File: src/rtl/stepper_pkg.sv
package stepper_pkg;

  localparam int unsigned PH_W  = 4;
  localparam int unsigned IDX_W = 3;

  typedef enum logic [1:0] {
    MODE_FULL = 2'b00,
    MODE_HALF = 2'b01,
    MODE_WAVE = 2'b10,
    MODE_RSVD = 2'b11
  } step_mode_e;

  // rotate a 4-bit coil pattern left by n places
  function automatic logic [PH_W-1:0] rotl4(input logic [PH_W-1:0] v,
                                            input logic [1:0] n);
    logic [2*PH_W-1:0] dbl;
    dbl = {v, v} << n;
    return dbl[2*PH_W-1:PH_W];
  endfunction

  // coil pattern for a mode and index position
  function automatic logic [PH_W-1:0] coil_pattern(input step_mode_e m,
                                                   input logic [IDX_W-1:0] idx);
    logic [PH_W-1:0] one;
    case (m)
      MODE_FULL: coil_pattern = rotl4(4'b0011, idx[1:0] + 2'd3);
      MODE_HALF: begin
        one = rotl4(4'b0001, idx[2:1]);
        coil_pattern = idx[0] ? (one | rotl4(one, 2'd1)) : one;
      end
      MODE_WAVE: coil_pattern = rotl4(4'b0001, idx[1:0]);
      default:   coil_pattern = '0;
    endcase
  endfunction

endpackage

File: src/rtl/stepper_sync.sv
module stepper_sync #(
  parameter int unsigned WIDTH  = 1,
  parameter int unsigned STAGES = 2
) (
  input  logic             clk,
  input  logic             rst_n,
  input  logic [WIDTH-1:0] d,
  output logic [WIDTH-1:0] q
);

  logic [WIDTH-1:0] chain [STAGES];

  always_ff @(posedge clk or negedge rst_n) begin
    if (!rst_n) chain[0] <= '0;
    else        chain[0] <= d;
  end

  for (genvar s = 1; s < STAGES; s++) begin : g_stage
    always_ff @(posedge clk or negedge rst_n) begin
      if (!rst_n) chain[s] <= '0;
      else        chain[s] <= chain[s-1];
    end
  end

  assign q = chain[STAGES-1];

endmodule

File: src/rtl/stepper_index.sv
module stepper_index #(
  parameter int unsigned IDX_W = 3
) (
  input  logic             clk,
  input  logic             rst_n,
  input  logic             clr,
  input  logic             adv_en,
  input  logic             fwd,
  input  logic [IDX_W-1:0] last,
  output logic [IDX_W-1:0] idx
);

  logic [IDX_W-1:0] idx_q, idx_d;

  always_comb begin
    idx_d = idx_q;
    if (clr) begin
      idx_d = '0;
    end else if (adv_en) begin
      if (fwd) idx_d = (idx_q == last) ? '0 : idx_q + 1'b1;
      else     idx_d = (idx_q == '0) ? last : idx_q - 1'b1;
    end
  end

  always_ff @(posedge clk or negedge rst_n) begin
    if (!rst_n) idx_q <= '0;
    else        idx_q <= idx_d;
  end

  assign idx = idx_q;

  // no move without an enabled advance or a clear
  a_r8_idle_stable: assert property (@(posedge clk) disable iff (!rst_n)
    (!clr && !adv_en) |=> $stable(idx_q));

  // a clear always lands on home
  a_r10_clear_home: assert property (@(posedge clk) disable iff (!rst_n)
    clr |=> (idx_q == '0));

  // index never leaves the active table range
  a_r4_in_range: assert property (@(posedge clk) disable iff (!rst_n)
    (!clr && adv_en) |=> (idx_q <= $past(last)));

endmodule

File: src/rtl/stepper_indexer.sv
module stepper_indexer
  import stepper_pkg::*;
(
  input  logic       clk,
  input  logic       rst_n,
  input  logic       idx_rst,
  input  logic       step_in,
  input  logic       dir_in,
  input  logic [1:0] mode,
  input  logic       oe_n,
  input  logic       fault_hold,
  output logic [3:0] phase,
  output logic       at_home_n
);

  localparam logic [IDX_W-1:0] LAST_HALF = IDX_W'(2*PH_W - 1);
  localparam logic [IDX_W-1:0] LAST_QUAD = IDX_W'(PH_W - 1);

  logic [1:0]       sync_q;
  logic             step_s, dir_s, step_prev_q;
  logic             step_edge, mode_chg, adv_en, clr;
  step_mode_e       mode_q, mode_in;
  logic [IDX_W-1:0] idx, last;

  stepper_sync #(.WIDTH(2), .STAGES(2)) u_sync (
    .clk(clk), .rst_n(rst_n), .d({dir_in, step_in}), .q(sync_q)
  );
  assign step_s = sync_q[0];
  assign dir_s  = sync_q[1];

  assign mode_in = step_mode_e'(mode);

  always_ff @(posedge clk or negedge rst_n) begin
    if (!rst_n) begin
      step_prev_q <= 1'b0;
      mode_q      <= MODE_FULL;
    end else begin
      step_prev_q <= step_s;
      mode_q      <= mode_in;
    end
  end

  always_comb begin
    step_edge = step_s & ~step_prev_q;
    mode_chg  = (mode_in != mode_q);
    clr       = idx_rst | mode_chg;
    adv_en    = step_edge & ~fault_hold & (mode_q != MODE_RSVD);
    last      = (mode_q == MODE_HALF) ? LAST_HALF : LAST_QUAD;
  end

  stepper_index #(.IDX_W(IDX_W)) u_index (
    .clk(clk), .rst_n(rst_n), .clr(clr), .adv_en(adv_en),
    .fwd(dir_s), .last(last), .idx(idx)
  );

  assign phase     = oe_n ? '0 : coil_pattern(mode_q, idx);
  assign at_home_n = |idx;

  // full step always drives two coils
  a_r1_full_pair: assert property (@(posedge clk) disable iff (!rst_n)
    (!oe_n && mode_q == MODE_FULL) |-> ($countones(phase) == 2));

  // wave drive always drives one coil
  a_r3_wave_single: assert property (@(posedge clk) disable iff (!rst_n)
    (!oe_n && mode_q == MODE_WAVE) |-> ($countones(phase) == 1));

  // half step drives one or two coils
  a_r2_half_count: assert property (@(posedge clk) disable iff (!rst_n)
    (!oe_n && mode_q == MODE_HALF) |-> ($countones(phase) inside {1, 2}));

  // an indexer reset reports home on the next edge
  a_r6_reset_home: assert property (@(posedge clk) disable iff (!rst_n)
    idx_rst |=> !at_home_n);

  // hold freezes the home flag when no clear is present
  a_r8_hold_freeze: assert property (@(posedge clk) disable iff (!rst_n)
    (fault_hold && !idx_rst && !mode_chg) |=> $stable(at_home_n));

endmodule

File: config.mk
export PLATFORM = sky130hd
export DESIGN_NAME = stepper_indexer
export DESIGN_NICKNAME = d
export VERILOG_FILES = /design/src/rtl/stepper_pkg.sv /design/src/rtl/stepper_sync.sv /design/src/rtl/stepper_index.sv /design/src/rtl/stepper_indexer.sv
export SDC_FILE = /design/constraint.sdc
export NUM_CORES = 1
export LEC_CHECK = 0
export BUFFER_PORTS_ARGS = -buffer_cell sky130_fd_sc_hd__buf_2
export CAP_MARGIN = 15
export CELL_PAD_IN_SITES_DETAIL_PLACEMENT = 2
export CELL_PAD_IN_SITES_GLOBAL_PLACEMENT = 2
export CORE_MARGIN = 1.5
export CORE_UTILIZATION = 35
export CTS_BUF_LIST = sky130_fd_sc_hd__clkbuf_8
export DETAILED_ROUTE_END_ITERATION = 16
export PLACE_DENSITY = 0.93
export SLEW_MARGIN = 30
export SYNTH_ARGS = -nofsm -noshare
export SYNTH_HDL_FRONTEND = slang
export SYNTH_SLANG_ARGS = --single-unit
File: constraint.sdc
create_clock -name clk -period 2.4 [get_ports clk]
set_input_delay 0.12 -clock clk [delete_from_list [all_inputs] [get_ports clk]]
set_output_delay 0.12 -clock clk [all_outputs]
set_load 0.01 [all_outputs]
After elaboration in Yosys (flattened, before gate mapping)
Index checks and enable logic that the tools add are counted.
{"block": "word_totals", "regBits": 10, "inputBits": 9}
{"block": "classes", "add_sub_neg": 3, "n_mux": 9, "n_eq_ne": 5, "shifts": 3, "reduce_logical": 4, "bitwise": 7}
{"op": "$mux 3", "n": 6}
{"op": "$shl 5x2->8 const A", "n": 2}
{"op": "$pmux 4 s3", "n": 1}
{"op": "$mux 4", "n": 2}
{"op": "$shl 6x2->8 const A", "n": 1}
{"op": "$or 4x4->4", "n": 1}
{"op": "$add 3x1->3 const B", "n": 1}
{"op": "$and 1x1->1", "n": 3}
{"op": "$eq 3x3->1", "n": 1}
{"op": "$logic_not 3->1", "n": 1}
{"op": "$reduce_or 3->1", "n": 1}
{"op": "$sub 3x1->3 const B", "n": 1}
{"op": "$add 2x2->2 const B", "n": 1}
{"op": "$eq 2x1->1 const B", "n": 1}
{"op": "$eq 2x2->1 const B", "n": 1}
{"op": "$logic_not 2->1", "n": 1}
{"op": "$ne 2x2->1", "n": 1}
{"op": "$ne 2x2->1 const B", "n": 1}
{"op": "$not 1->1", "n": 2}
{"op": "$reduce_bool 2->1", "n": 1}
{"op": "$or 1x1->1", "n": 1}

Logic depth before layout (Yosys ltp)
Gate-level depths: netlist (run 1).
{"block": "logic_depth", "ltp_word": 7, "ltp_mapped": 8, "mapped_depth_nobuf": 7}

By module
From an unflattened synthesis (run 1), not the netlist that was laid out.
{"block": "hier_totals", "hier_cells": 88, "hier_area_um2": 897.1}
{"module": "stepper_indexer", "seq_area_each_um2": 75.1, "area_each_um2": 442.9, "n_inst": 1, "cells_per_inst": 48}
{"module": "stepper_index", "seq_area_each_um2": 75.1, "area_each_um2": 339.1, "n_inst": 1, "cells_per_inst": 34}
{"module": "stepper_sync", "seq_area_each_um2": 100.1, "area_each_um2": 115.1, "n_inst": 1, "cells_per_inst": 6}

Worst setup path before layout (run 1)
OpenSTA, ideal clock, no wires.
{"block": "synth_path", "path_type": "reg-to-output", "start": "register u_index.idx_q[0], in the netlist u_index.idx[0]", "end": "output port phase[0]", "t_arrival_ns": 1.602, "path_buffers": 1, "stages_incl_launch_ff": 8, "path_slack_ns": 0.678, "path_cell_list": "dfrtp_1 > buf_2 > inv_1 > ha_1 > xor2_1 > o21a_1 > o22a_1 > nor2_1"}
{"block": "synth_between", "elab_chain_cells": 4, "elab_cells_between_ends": 6}
{"element": "start, declared", "line": "stepper_index.sv:13", "source": "logic [IDX_W-1:0] idx_q, idx_d;"}
{"element": "start signal, assigned", "line": "stepper_index.sv:27", "source": "else idx_q <= idx_d;"}
{"element": "$add 2x2->2", "line": "stepper_pkg.sv:26", "source": "MODE_FULL: coil_pattern = rotl4(4'b0011, idx[1:0] + 2'd3);"}
{"element": "$shl 6x2->8", "line": "stepper_pkg.sv:17", "source": "dbl = {v, v} << n;"}
{"element": "$pmux 4 s3 *", "line": "stepper_pkg.sv:25", "source": "case (m)"}
{"element": "$mux 4 *", "line": "stepper_indexer.sv:56", "source": "assign phase = oe_n ? '0 : coil_pattern(mode_q, idx);"}
{"element": "end, declared", "line": "stepper_indexer.sv:12", "source": "output logic [3:0] phase,"}
Every way passes the cells marked *; elsewhere a longest branch is shown, timed or not.

Worst setup path in the final report (run 1)
{"block": "layout_path", "start": "register u_index.idx_q[1], in the netlist u_index.idx[1]", "end": "output port phase[0]"}
{"block": "layout_between", "elab_chain_cells": 5, "elab_cells_between_ends": 8}
{"element": "branches (longest 3 deep; another with $add 2x2->2)"}
{"element": "$pmux 4 s3 *", "line": "stepper_pkg.sv:25"}
{"element": "$mux 4 *", "line": "stepper_indexer.sv:56"}
Mark *: on every way between the ends.

==> impl_metrics.py, run 1 <==
metrics = {
    "timing": {
        "finalHoldViolations": 0,
        "relSlewSlack_pct": 73.8,
        "fin_crit_sh_pct": 90.4,
        "rsz0062_at_grt": "false",
        "final.setup_skew_ns": 0.00200,
        "fmax_mhz": 461,
        "worst_slew_pin_slew_ns": 0.393,
        "min_period_ns": 2.17,
        "final_max_slew_viol_count": 0,
        "setup_viol": 0,
        "tns_ns": 0,
        "hold_ws_ns": 0.0134,
    },
    "clocking": {
        "clockBufferDepth": 2,
        "cts_buffers": 3,
        "clock_sinks": 10,
        "postCtsSetupBuffers": 0,
        "cts_tree": "done",
        "htree_levels": 1,
        "cts.reportedPaths.clkPinSlew_ns": 0.05,
        "clk_latency_ns": 0.24,
        "clock-root-buffer": "clkbuf_8",
    },
    "logic_synthesis": {
        "yosys_register_bits": 10,
        "synth.cells.most_frequent": "dfrtp_1, ha_1, nand2_1, nor2_1",
        "synthFlopType": "dfrtp_1",
        "synthCells": 73,
        "yosysMostFrequentCell": "dfrtp_1",
        "synthTopCellsByArea": "dfrtp_1, ha_1, o22a_1",
        "syn_avg_cell_area_um2": 9.92,
        "syn_area_um2": 724,
        "synth_edf_count": 0,
        "netlist.area_leader.share_pct": 34.5,
        "synth_top_cell_by_area": "dfrtp_1",
        "async_flop_share_pct": 100,
        "yosysSeqAreaShare_pct": 34.5,
        "ys_types": 26,
        "syn_nets": 91,
        "ys_warn_count": 0,
    },
    "global_route": {
        "grt_util_all_layers_pct": 18.9,
        "grt_pass1_wl_um": 3280,
        "grt_pass1_vias": 680,
        "grt_max_degree": 11,
        "grt.overflow.total": 0,
        "antenna_found_initial": 0,
    },
    "setup_path": {
        "end_kind": "output port",
        "worstPathCellList": "inv_1 > ha_1 > xor2_1 > o21a_1 > o22a_1 > nor2_1 > buf_2",
        "crit_type": "register to output port",
        "crit_path_max_fanout": 6,
        "worst_ep_arrival_time_ns": 2.05,
        "slowest_delay_ns": 0.46,
        "start_kind": "register",
        "slowest_stage": "dfrtp_1",
        "required_ns": 2.28,
    },
    "pwr": {
        "power_density_mw_per_mm2": 504,
        "ir_drop_mv": 0.370,
        "p_leak_nw": 0.402,
    },
    "cells_and_area": {
        "fin_nets": 109,
        "diodes": 0,
        "syn2layout_area_growth_pct": 22.6,
        "ff_latch_area_um2": 251,
        "finalInstanceArea_um2": 888,
        "layout-drive-gt1-share_pct": 26.7,
        "finish.utilization_pct": 45.3,
        "fillers": 239,
        "multi_input_area_um2": 438,
        "stdcell_count": 117,
    },
    "min_path": {
        "hold_class": "primary input to register",
    },
    "route": {
        "routed_wl_um": 1950,
        "via_per_inst": 5.12,
        "dr.pass1.iters": 2,
        "wl_per_cell_um": 16.6,
        "post-route-drc-count": 0,
        "antenna_left": 0,
        "vias": 599,
        "drt_iter0_markers": 1,
    },
    "floorplanning": {
        "die_x_um": 48.5,
        "dieArea_mm2": 0.00235,
        "initial_core_util_pct": 36.9,
        "die_h_um": 48.5,
        "boundaryPins": 14,
        "core_area_mm2": 0.00196,
        "row_count": 16,
    },
    "placement": {
        "dp_hpwl_um": 1470,
        "gp_congestion": 0.830,
        "port_buffers": 13,
        "placed_area_um2": 802,
        "place_inst": 110,
    },
    "run_status": {
        "outcome": "completed",
    },
    "flow_run": {
        "drv_cap": 0,
    },
}
[cell families (layout without fill, tap and decap cells)]
family	count (synthesis)	after routing	share of synthesized area (%)
multiplexers	3	3	4.15
flip-flops	10	10	34.5
AO/OA/AOI/OAI	17	17	18.1
buffers and inverters	7	24	5.01
AND/OR/NAND/NOR	23	23	17.8
XOR/XNOR	4	4	4.84
adder cells (fa/ha/maj)	9	9	15.5
[cell usage in the layout, fill, tap and decap left out]
cell type,n
nand2b_4,1
o21ai_0,1
nand2_1,6
nor2_1,6
nor3_1,1
xnor2_1,1
dlygate4sd3_1,3
clkbuf_8,4
mux2i_1,3
buf_2,13
dfrtp_1,9
a21oi_1,4
nand4bb_1,1
a21oi_2,3
and3_1,1
ha_1,9
inv_1,4
o211ai_1,3
nand3b_1,1
o21a_1,1
nand3_1,2
o22a_1,4
a221oi_2,1
dfrtp_2,1
or3_4,1
nand2b_1,1
xor2_1,3
nor2b_1,2
[power by group]
group          switching [mW]  internal [mW]
Clock                  0.0686          0.144
Combinational          0.0253         0.0248
Sequential            0.00970          0.175
[flip-flops by register name, indices dropped and copies added, names as in the netlist]
| signal | cells |
|---|---|
| mode_q | 2 |
| u_sync.chain | 2 |
| step_prev_q | 1 |
| u_index.idx | 3 |
| u_sync.q | 2 |
[routing by layer]
layer / GRT usage (%) / up-vias / share of wire (%)
met3: 1.85 / 4 / 1.6
met5: 0 / - / 0
met4: 10.0 / 0 / 1.7
met2: 35.4 / 9 / 58
met1: 21.1 / 298 / 39
li1: - / 288 / -
[through the flow]
stage	total power, mW	setup slack, ns
detailed placement	0.234	0.352
finish	0.448	0.230
global route	0.468	0.109
floorplan	0.214	0.678
global placement	0.230	0.554
CTS	0.454	0.0922
[worst paths after layout]
| check | startpoint | end | slack (ns) | cells after the start |
|---|---|---|---|---|
| max reg2reg | u_index.idx[1]$_DFFE_PN0P_ | u_index.idx[0]$_DFFE_PN0P_ | 0.68 | 7 |
| max | u_index.idx[1]$_DFFE_PN0P_ | phase[0] | 0.23 | 7 |
| min | mode[0] | mode_q[0]$_DFF_PN0_ | 0.01 | 1 |
| min in group asynchronous | rst_n | u_sync.q[1]$_DFF_PN0_ | 0.28 | 2 |
| max in group asynchronous | rst_n | u_index.idx[0]$_DFFE_PN0P_ | 1.91 | 2 |
| min reg2reg | u_sync.chain[2]$_DFF_PN0_ | u_sync.q[0]$_DFF_PN0_ | 0.36 | 0 |
[critical path: cells and delay by family (launching register included)]
| kind | cells | cell delay (ns) |
|---|---|---|
| DFF | 1 | 0.46 |
| adders and majority gates | 1 | 0.37 |
| AOI/OAI and AO/OA | 2 | 0.35 |
| buffers and inverters | 2 | 0.31 |
| xor gates and xnor gates | 1 | 0.17 |
| and+or+nand+nor | 1 | 0.13 |
[cell type report]
type,instances,area share [%]
Inverter,4,1.69
Tap cell,27,3.80
Timing Repair Buffer,16,10.7
Multi-Input combinational cell,56,49.3
Sequential cell,10,28.3
Clock buffer,4,6.20
[timing repair]
item / CTS / global route
gates resized for setup: 0 / 1
hold endpoints to repair: 12 / 0
hold buffers: 3 / 0
endpoints found under the setup margin: 0 / 1
(Power assumes the default switching activity.)
==> run 2, diff against run 1 <==
Settings changed: MAX_ROUTING_LAYER from default to met4.
==> run 2 against run 1 <==
Against the previous run:
- global-route usage rose by 0.54 points
- sequential power about the same
- utilization did not move
- first-iteration DRC count did not move
- design area stayed put
- cell count did not move
- combinational power is essentially flat
- worst setup slack worse by 0.0018 ns
- count of clock-buffer cells in the layout unchanged
- total power hardly changed
- register-to-register slack hardly changed
- fmax hardly changed
==> impl_metrics.py, run 2 (synthesized netlist as in run 1, its figures left out) <==
metrics = {
    "timing": {
        "finalHoldViolations": 0,
        "final_max_slew_viol_count": 0,
        "rsz0062_at_grt": "false",
        "setup_viol": 0,
        "fin_ws_ns": 0.228,
        "tns_ns": 0,
        "hold_ws_ns": 0.0132,
        "fmax_mhz": 460,
        "fin_crit_sh_pct": 90.5,
        "relSlewSlack_pct": 73.7,
        "final.setup_skew_ns": 0.00218,
        "min_period_ns": 2.17,
        "worst_slew_pin_slew_ns": 0.394,
    },
    "global_route": {
        "grt_max_degree": 11,
        "grt_pass1_wl_um": 3280,
        "grt_util_all_layers_pct": 19.5,
        "grt_pass1_vias": 678,
        "grt.overflow.total": 0,
        "antenna_found_initial": 0,
    },
    "pwr": {
        "power_density_mw_per_mm2": 505,
        "p_leak_nw": 0.402,
        "ir_drop_mv": 0.370,
        "power_mw": 0.448,
    },
    "setup_path": {
        "required_ns": 2.28,
        "crit_path_max_fanout": 6,
        "critPathLaunch": "u_index.idx[1]$_DFFE_PN0P_",
        "rrSetupSlack_ns": 0.69,
        "end_kind": "output port",
        "crit_buf_inv": 2,
        "start_kind": "register",
        "slowest_delay_ns": 0.46,
        "crit_type": "register to output port",
        "r2r_start": "u_index.idx[1]$_DFFE_PN0P_",
        "path_depth": 7,
        "cp-endpoint": "phase[0]",
        "r2r_end": "u_index.idx[0]$_DFFE_PN0P_",
        "worst_ep_arrival_time_ns": 2.05,
        "slowest_stage": "dfrtp_1",
        "r2r_cells": 7,
        "crit_family": "flip-flops",
        "worstPathCellList": "inv_1 > ha_1 > xor2_1 > o21a_1 > o22a_1 > nor2_1 > buf_2",
    },
    "cells_and_area": {
        "largest_reg_flops": 3,
        "diodes": 0,
        "layout_common_cells": "buf_2, ha_1, dfrtp_1",
        "layout-drive-gt1-share_pct": 26.7,
        "syn2layout_area_growth_pct": 22.6,
        "mostFrequentLayoutCell": "buf_2",
        "fin_nets": 109,
    },
    "route": {
        "vias": 602,
        "routed_wl_um": 1950,
        "dr.pass1.iters": 2,
        "antenna_left": 0,
        "wl_per_cell_um": 16.6,
        "via_per_inst": 5.15,
        "drt_iter0_markers": 1,
        "post-route-drc-count": 0,
    },
    "floorplanning": {
        "die_x_um": 48.5,
        "boundaryPins": 14,
        "core_area_mm2": 0.00196,
        "dieArea_mm2": 0.00235,
        "initial_core_util_pct": 36.9,
        "die_h_um": 48.5,
        "row_count": 16,
    },
    "run_status": {
        "outcome": "completed",
    },
    "clocking": {
        "clock_sinks": 10,
        "clk_latency_ns": 0.24,
        "clock-root-buffer": "clkbuf_8",
        "clockBufferDepth": 2,
        "cts_tree": "done",
        "htree_levels": 1,
        "cts.reportedPaths.clkPinSlew_ns": 0.05,
        "postCtsSetupBuffers": 0,
        "cts_buffers": 3,
    },
    "placement": {
        "gp_congestion": 0.843,
        "dp_hpwl_um": 1470,
        "place_ws_ns": 0.352,
        "port_buffers": 13,
    },
    "min_path": {
        "hold_class": "primary input to register",
    },
    "flow_run": {
        "drv_cap": 0,
    },
}
run 2: power breakdown:
part / leakage [nW] / switching, mW / internal (mW)
clock: 0.0288 / 0.0687 / 0.144
sequential: 0.122 / 0.00975 / 0.175
combinational: 0.252 / 0.0253 / 0.0248
total: 0.402 / 0.104 / 0.345
run 2: metal layers:
metal	part of all wire (%)	wire [um]	global-route usage [%]	vias up
li1	-	-	-	289
met1	39	762	21.1	300
met2	58	1120	35.4	9
met3	1.4	28	1.85	4
met4	1.7	34	10.0	0
met5	0	0	-	-
run 2: per-stage QoR:
| stage | utilization (%) | std cells | instance area [um2] |
|---|---|---|---|
| finish | 45.3 | 117 | 888 |
| global route | 45.3 | 117 | 888 |
| CTS | 45.2 | 117 | 887 |
| detailed placement | 40.9 | 110 | 802 |
| global placement | 40.9 | 110 | 802 |
| floorplan | - | 73 | 724 |
run 2: final cells by class:
cell class / count / area (um2)
Sequential cell: 10 / 251
Multi-Input combinational cell: 56 / 438
Tap cell: 27 / 33.8
Clock buffer: 4 / 55.1
Inverter: 4 / 15.0
Timing Repair Buffer: 16 / 95.1
Fill cell: 239 / 1070
run 2: timing repair:
action,CTS,global route
hold buffers,3,0
hold endpoints to repair,12,0
resized for setup,0,1
setup endpoints to repair,0,1
run 2: how the worst min path moves through the flow:
| stage | to | from | cells past startpoint | slack, ns |
|---|---|---|---|---|
| 2_1_floorplan | mode_q[0]$_DFF_PN0_ | rst_n | 0 | -0.18 |
| 3_3_place_gp | u_sync.q[1]$_DFF_PN0_ | rst_n | 1 | -0.01 |
| 3_5_place_dp | u_sync.q[1]$_DFF_PN0_ | rst_n | 1 | -0.01 |
| 4_1_cts | mode_q[0]$_DFF_PN0_ | mode[0] | 1 | 0.01 |
| 5_1_grt | mode_q[1]$_DFF_PN0_ | mode[1] | 1 | 0.02 |
| 6_report | mode_q[0]$_DFF_PN0_ | mode[0] | 1 | 0.01 |
==> run 3, diff against run 2 <==
Settings changed: PLACE_DENSITY 0.93 to default, PLACE_DENSITY_LB_ADDON from default to 0.1.
==> run 3 against run 2 <==
Against the previous run:
- global-route usage fell by 3.1 points
- die area did not move
- count of clock-buffer cells in the layout fell by 1
- worst setup slack improved by 0.040 ns
- largest cell class unchanged
- utilization fell by 0.77 points
- clock power fell by 24%
==> impl_metrics.py, run 3 (synthesized netlist as in run 1, its figures left out) <==
metrics = {
    "global_route": {
        "grt_pass1_vias": 635,
        "grt_max_degree": 11,
        "grt.overflow.total": 0,
        "grt_pass1_wl_um": 2900,
        "grt_util_all_layers_pct": 16.4,
        "antenna_found_initial": 0,
    },
    "placement": {
        "gp_congestion": 0.703,
        "port_buffers": 13,
        "dp_hpwl_um": 1350,
        "place_inst": 110,
    },
    "clocking": {
        "htree_levels": 1,
        "cts_tree": "done",
        "clk_latency_ns": 0.22,
        "cts.reportedPaths.clkPinSlew_ns": 0.04,
        "clockBufferDepth": 2,
        "postCtsSetupBuffers": 0,
        "clock_sinks": 10,
        "cts_buffers": 3,
        "clock-root-buffer": "clkbuf_8",
    },
    "setup_path": {
        "required_ns": 2.28,
        "crit_buf_inv": 2,
        "crit_family": "flip-flops",
        "slowest_stage": "dfrtp_1",
        "crit_path_max_fanout": 10,
        "worst_ep_arrival_time_ns": 2.01,
        "critPathLaunch": "u_index.idx[0]$_DFFE_PN0P_",
        "slowest_delay_ns": 0.52,
        "r2r_start": "u_index.idx[0]$_DFFE_PN0P_",
        "end_kind": "output port",
        "crit_type": "register to output port",
        "worstPathCellList": "inv_1 > ha_1 > xor2_1 > o21a_1 > o22a_1 > nor2_1 > buf_2",
        "start_kind": "register",
    },
    "timing": {
        "worst_slew_pin_slew_ns": 0.381,
        "min_period_ns": 2.13,
        "finalHoldViolations": 0,
        "hold_ws_ns": 0.0278,
        "fmax_mhz": 469,
        "rsz0062_at_grt": "false",
        "tns_ns": 0,
        "final.setup_skew_ns": 0.00244,
        "fin_crit_sh_pct": 88.8,
        "final_max_slew_viol_count": 0,
        "setup_viol": 0,
        "relSlewSlack_pct": 74.6,
    },
    "cells_and_area": {
        "diodes": 0,
        "layout_common_cells": "buf_2, dfrtp_1, ha_1",
        "largest_reg_flops": 3,
        "mostFrequentLayoutCell": "buf_2",
        "fillers": 239,
        "multi_input_area_um2": 438,
        "stdcell_count": 116,
        "fin_nets": 109,
        "layout-drive-gt1-share_pct": 24.7,
        "syn2layout_area_growth_pct": 20.6,
        "ff_latch_area_um2": 250,
    },
    "floorplanning": {
        "boundaryPins": 14,
        "die_h_um": 48.5,
        "die_x_um": 48.5,
        "core_area_mm2": 0.00196,
        "row_count": 16,
        "dieArea_mm2": 0.00235,
        "initial_core_util_pct": 36.9,
    },
    "route": {
        "wl_per_cell_um": 14.1,
        "via_per_inst": 5.02,
        "vias": 582,
        "antenna_left": 0,
        "post-route-drc-count": 0,
        "dr.pass1.iters": 2,
        "drt_iter0_markers": 2,
        "routed_wl_um": 1640,
    },
    "min_path": {
        "hold_class": "primary input to register",
        "worstHoldStart": "mode[1]",
    },
    "pwr": {
        "ir_drop_mv": 0.301,
        "power_density_mw_per_mm2": 452,
        "p_leak_nw": 0.397,
    },
    "flow_run": {
        "drv_cap": 0,
    },
    "run_status": {
        "outcome": "completed",
    },
}
==> run 3: changes by cell type in the layout (fill, tap and decap cells not counted), sizes merged <==
| cell | change |
|---|---|
| clkbuf | -1 |
==> run 3: area by class of cell <==
cell class | count | share of cell area (%)
clock buffer | 3 | 4.73
timing repair buffer | 16 | 10.9
tap | 27 | 3.87
multi-input combinational | 56 | 50.1
sequential | 10 | 28.7
inverter | 4 | 1.72
==> run 3: metal layers <==
layer / routed length (um) / up-vias / track usage (%)
met5: 0 / - / -
met4: 13 / 0 / 7.14
met3: 16 / 2 / 0.926
met2: 901 / 6 / 30.8
met1: 709 / 288 / 17.9
li1: - / 286 / -
==> run 3: per-stage QoR <==
| stage | power [mW] | cell area [um2] | util, % | setup WS (ns) |
|---|---|---|---|---|
| floorplan | 0.214 | 724 | - | 0.678 |
| global placement | 0.231 | 802 | 40.9 | 0.525 |
| global route | 0.416 | 873 | 44.5 | 0.00789 |
| finish | 0.395 | 873 | 44.5 | 0.268 |
| CTS | 0.403 | 873 | 44.5 | 0.222 |
| detailed placement | 0.233 | 802 | 40.9 | 0.473 |
==> run 3: repair_timing <==
action | 4_1_cts | 5_1_grt
endpoints found under the hold margin | 12 | 0
hold buffers | 3 | 0
gates resized for setup | 0 | 0
==> run 3: worst paths after layout <==
kind                       slack [ns]                          to  depth (start not counted)
hold / removal                   0.03         mode_q[1]$_DFF_PN0_                          1
setup reg to reg                 0.70  u_index.idx[0]$_DFFE_PN0P_                          7
min in group asynchronous        0.30       step_prev_q$_DFF_PN0_                          2
hold reg to reg                  0.35       u_sync.q[0]$_DFF_PN0_                          0
max in group asynchronous        1.91         mode_q[1]$_DFF_PN0_                          2
setup / recovery                 0.27                    phase[0]                          7
==> run 3: worst register-to-register path, delay by kind of cell, from the launching register on <==
family | cells | cell delay (ns)
adder cells (fa/ha/maj) | 1 | 0.22
flip-flops | 1 | 0.48
buffers and inverters | 2 | 0.28
AND/OR/NAND/NOR | 1 | 0.22
AO/OA/AOI/OAI | 3 | 0.44
==> run 3: power breakdown <==
| part | leakage [nW] | internal, mW | switching (mW) |
|---|---|---|---|
| Sequential | 0.123 | 0.176 | 0.00938 |
| Clock | 0.0216 | 0.109 | 0.0531 |
| Combinational | 0.252 | 0.0247 | 0.0234 |
| Total | 0.397 | 0.309 | 0.0859 |
